<file path="src/rtl/field_burst_out.sv">
module field_burst_out #(
  parameter int DEPTH = 32,
  parameter int W = 8
) (
  input  logic         clk,
  input  logic         rst_n,
  input  logic         in_valid,
  input  logic         in_active,
  input  logic         in_field_start,
  input  logic [W-1:0] in_luma,
  input  logic [W-1:0] in_chroma,
  input  logic [2:0]   fld_ctl,
  output logic [W-1:0] out_byte,
  output logic         out_valid,
  output logic         overflow
);
  localparam int AW = $clog2(DEPTH);
  localparam int CW = $clog2(DEPTH + 1);

  logic [2*W-1:0] mem [DEPTH];
  logic [AW-1:0]  wptr, rptr;
  logic [CW-1:0]  cnt;
  logic [1:0]     fcnt;
  logic           cap, half, pick;

  always_comb begin
    case (fld_ctl)
      3'b011:  pick = 1'b1;
      3'b010:  pick = ~fcnt[0];
      3'b001:  pick = (fcnt == 2'd0);
      default: pick = 1'b0;
    endcase
  end

  wire cap_now = in_field_start ? pick : cap;
  wire wr_req  = in_valid & in_active & cap_now;
  wire full    = (cnt == CW'(DEPTH));
  wire wr_ok   = wr_req & ~full;
  wire has     = (cnt != '0);
  wire rd_pop  = has & half;

  always_ff @(posedge clk) begin
    if (wr_ok) mem[wptr] <= {in_chroma, in_luma};
  end

  always_ff @(posedge clk) begin
    if (!rst_n) begin
      fcnt      <= '0;
      cap       <= 1'b0;
      wptr      <= '0;
      rptr      <= '0;
      cnt       <= '0;
      half      <= 1'b0;
      out_valid <= 1'b0;
      out_byte  <= '0;
      overflow  <= 1'b0;
    end else begin
      if (in_field_start) begin
        cap  <= pick;
        fcnt <= fcnt + 2'd1;
      end
      if (wr_ok)  wptr <= wptr + AW'(1);
      if (rd_pop) rptr <= rptr + AW'(1);
      cnt <= cnt + CW'(wr_ok) - CW'(rd_pop);
      if (wr_req && full) overflow <= 1'b1;
      out_valid <= has;
      if (has) begin
        out_byte <= half ? mem[rptr][W-1:0] : mem[rptr][2*W-1:W];
        half     <= ~half;
      end
    end
  end
endmodule


</file>
<file path="config.mk">
export PLATFORM = sky130hd
export DESIGN_NAME = field_burst_out
export DESIGN_NICKNAME = d
export VERILOG_FILES = /design/src/rtl/field_burst_out.sv
export SDC_FILE = /design/constraint.sdc
export NUM_CORES = 1
export LEC_CHECK = 0
export BUFFER_PORTS_ARGS = -buffer_cell sky130_fd_sc_hd__buf_2
export CORE_MARGIN = 8
export CORE_UTILIZATION = 56
export DETAILED_ROUTE_END_ITERATION = 10
export GPL_ROUTABILITY_DRIVEN = 0
export PLACE_DENSITY = 0.8
export SYNTH_ARGS = -nofsm -noshare
export SYNTH_HDL_FRONTEND = slang
export SYNTH_SLANG_ARGS = --single-unit
</file>
<file path="constraint.sdc">
create_clock -name clk -period 2.8 [get_ports clk]
set_input_delay 0.14 -clock clk [delete_from_list [all_inputs] [get_ports clk]]
set_output_delay 0.14 -clock clk [all_outputs]
set_load 0.01 [all_outputs]
</file>
==> results.toml <==
[final_layout]
final_cell_count_no_fill = 1724
area_growth_pct = 13.8
final_core_utilization_pct = 64.5
drive_gt1_share_pct = 27.6
nNetsFinal = 1207

[sta]
slew_viol_final = 0
slew_headroom_pct = 49.7
rsz0062_at_grt = "no"
fin_skew_ns = 0.0204
fin_setup_tns_ns = 0
timing.final.hold_violations = 0
fin_crit_sh_pct = 92.5
worst_pin_slew_ns = 0.752
max_freq_ghz = 0.386
setup-violations-final = 0
fin_crit_ns = 2.59

[critical_path]
cp_slowest_cell = "fa_2"
r2r-end = "cnt[4]$_SDFF_PN0_"
crit_family = "adder cells"
worstPathRequired_ns = 3.22
path_cells = "inv_1 -> ha_1 -> a22oi_2 -> o22ai_2 -> and3_4 -> inv_1 -> ha_1 -> inv_1 -> ha_1 -> inv_1 -> fa_2 -> inv_1 -> a21oi_1 -> nor2_1 -> nor2_1 -> xor2_1 -> nor2_1"
endpoint_kind = "register"
rrSetupSlack_ns = 0.21
crit_path_end = "cnt[4]$_SDFF_PN0_"
cp.arrival_ns = 3.01
cp.depth = 17
critPathKind = "register to register"
r2r-start = "fcnt[0]$_SDFFE_PN0P_"
max_stage_delay_ns = 0.36
rr_worst_depth = 17
startpoint = "fcnt[0]$_SDFFE_PN0P_"
path_buf_inv = 5
cp_max_fo = 3
crit_path_frequent_cell = "inv_1"
start_kind = "register"

[pwr]
leakage_nw = 7.66
powerDensity_mw_per_mm2 = 753
pwr-share-seq_pct = 50.5
switching_share_pct = 23.0
combinationalPowerShare_pct = 11.7
pwr-share-clk_pct = 37.9
power.net_switching_mw = 4.20
internal-power_mw = 14.0
vdd_drop_max_uv = 700

[clocking]
cts-root-buf = "clkbuf_16"
cts_setup_buffers = 0
clk_latency_ns = 0.57
clock-sinks = 547
numCtsBuffers = 52
clk_pin_slew_worst_paths_ns = 0.06
htree_levels = 2
cts_tree = "done"
clock_path_buffers = 3

[routing]
ant_nets = 0
via_per_inst = 6.37
routed_wl_um = 49200
wire_per_inst_um = 28.5
firstDrtPassIters = 5
drtIter0Drc = 1308
drc = 0
num_vias = 10988

[grt]
grt_pass1_wl_um = 72200
grt_max_degree = 33
antenna_found_initial = 6
grt_pass1_vias = 11220
track_usage_pct = 22.1
grt-ovfl-total = 0

[synth]
postSynthCellCount = 1052
ys_warn_count = 0
syn_nets = 1092
async_flop_share_pct = 0
synth_edf_count = 512
synth_area_per_cell_sq_um = 20.2
ys_types = 52
ys_seq_area_share_pct = 75.5
synth_ff_type = "edfxtp_1"
synth-seq-cells = 547
syn_area_sq_mm = 0.0213

[hold_path]
hp-class = "primary input to register"

[floorplan]
chipHeight_um = 211
die_x_um = 211
ios = 34
core_sq_mm = 0.0376
placementRows = 71
fp.dieArea_sq_mm = 0.0445
start_util_pct = 56.7

[placement]
placed_cells = 1622
dp_hpwl_um = 30700
port_buffers = 33

[status]
outcome = "finished clean"

[flow_run]
max-cap-violations = 0
[cell type report]
cell class	count	area, sq um
multi-input cells	436	4860
inverters	19	71.3
diodes	5	12.5
well taps	511	639
flip-flops and latches	547	16100
clock buffers	66	1450
fillers	2314	13300
repair buffers	111	881
clock inverters	29	243
[repair_timing]
item / 4_1_cts / 5_1_grt
endpoints found under the hold margin: 6 / 0
hold buffers: 2 / 0
gates resized for setup: 0 / 5
endpoints found under the setup margin: 0 / 2
[power by group through the flow]
stage	combinational (mW)	sequential (mW)	clock, mW
after global placement	2.03	9.37	0
after global routing	2.29	9.22	7.25
after detailed placement	2.09	9.38	0
after CTS	2.12	9.21	6.97
final	2.13	9.21	6.91
after floorplan	1.50	9.31	0
[synthesized netlist by cell type (all sizes together) (9+ instances only)]
| master | number | share of area [%] |
|---|---|---|
| edfxtp | 512 | 72 |
| nor2 | 76 | 1.3 |
| dfxtp | 35 | 3.3 |
| o22ai | 10 | 0.29 |
| buf | 39 | 1.4 |
| ha | 15 | 0.88 |
| inv | 19 | 0.33 |
| a211oi | 9 | 0.32 |
| nand3 | 14 | 0.33 |
| nand2 | 45 | 0.79 |
| mux2i | 33 | 1.6 |
| clkbuf | 11 | 0.21 |
| a22oi | 12 | 0.42 |
| mux4 | 126 | 13 |
[worst reg2reg max path, stage by stage (launching register included)]
cell,delay [ns]
dfxtp_2,0.35
inv_1,0.05
ha_1,0.21
a22oi_2,0.17
o22ai_2,0.11
and3_4,0.19
inv_1,0.06
ha_1,0.22
inv_1,0.06
ha_1,0.17
inv_1,0.07
fa_2,0.36
inv_1,0.06
a21oi_1,0.05
nor2_1,0.09
nor2_1,0.06
xor2_1,0.12
nor2_1,0.05
[metal layers]
metal | up-vias | GRT usage [%] | wire [um]
met1 | 5680 | 28.7 | 18100
li1 | 4518 | - | -
met3 | 123 | 3.62 | 4430
met2 | 665 | 37.1 | 25000
met4 | 2 | 8.64 | 1700
met5 | - | 0 | 13
[through the flow]
stage | setup slack [ns] | power [mW] | hold WS, ns | cell area, sq um
finish | 0.211 | 18.2 | 0.0876 | 24200
global placement | 0.156 | 11.4 | 0.449 | 22500
global route | 0.00874 | 18.8 | 0.0779 | 24200
CTS | 0.0241 | 18.3 | 0.0555 | 24200
floorplan | 0.0823 | 10.8 | 0.239 | 21300
detailed placement | 0.0589 | 11.5 | 0.467 | 22500
[how the worst min path moves through the flow]
stage,startpoint,to,slack [ns],cells past startpoint
after floorplan,in_luma[0],mem[0][0]$_DFFE_PP_,0.24,0
final,in_chroma[6],mem[4][14]$_DFFE_PP_,0.09,1
after global placement,in_field_start,fcnt[0]$_SDFFE_PN0P_,0.45,3
after global routing,in_chroma[6],mem[4][14]$_DFFE_PP_,0.08,1
after CTS,in_chroma[1],mem[27][9]$_DFFE_PP_,0.06,1
after detailed placement,overflow$_SDFFE_PN0P_,overflow$_SDFFE_PN0P_,0.47,1
[logic make-up (layout without fill, tap and decap cells)]
family | Yosys count | after routing | share of synthesized area [%]
compound gates | 64 | 64 | 2.07
xor+xnor | 11 | 11 | 0.452
fa+ha+maj | 16 | 16 | 0.975
buf+inv | 69 | 225 | 1.92
flops | 547 | 547 | 75.5
mux | 159 | 159 | 15.0
other cells | 0 | 5 | 0
simple gates | 186 | 186 | 4.11
[placed cells by master, fill, tap and decap left out, types with 10 or more instances in the layout]
master,synthesis,final
a22oi_1,12,11
buf_12,0,10
buf_2,17,33
buf_4,6,66
clkbuf_16,0,53
clkinv_1,0,11
clkinv_2,0,10
dfxtp_1,35,29
edfxtp_1,512,512
ha_1,15,15
inv_1,19,19
mux2i_1,33,33
mux4_2,121,121
nand2_1,45,45
nand3_1,14,14
nor2_1,76,64
nor2_2,0,12
[state kept, by name, summed over array words and instances, names as in the netlist, named ones only]
| name | flops |
|---|---|
| mem | 512 |
| out_byte | 8 |
| cnt | 6 |
| rptr | 5 |
| wptr | 5 |
| fcnt | 2 |
| cap | 1 |
| half | 1 |
| out_valid | 1 |
| overflow | 1 |
(Power assumes the default switching activity.)
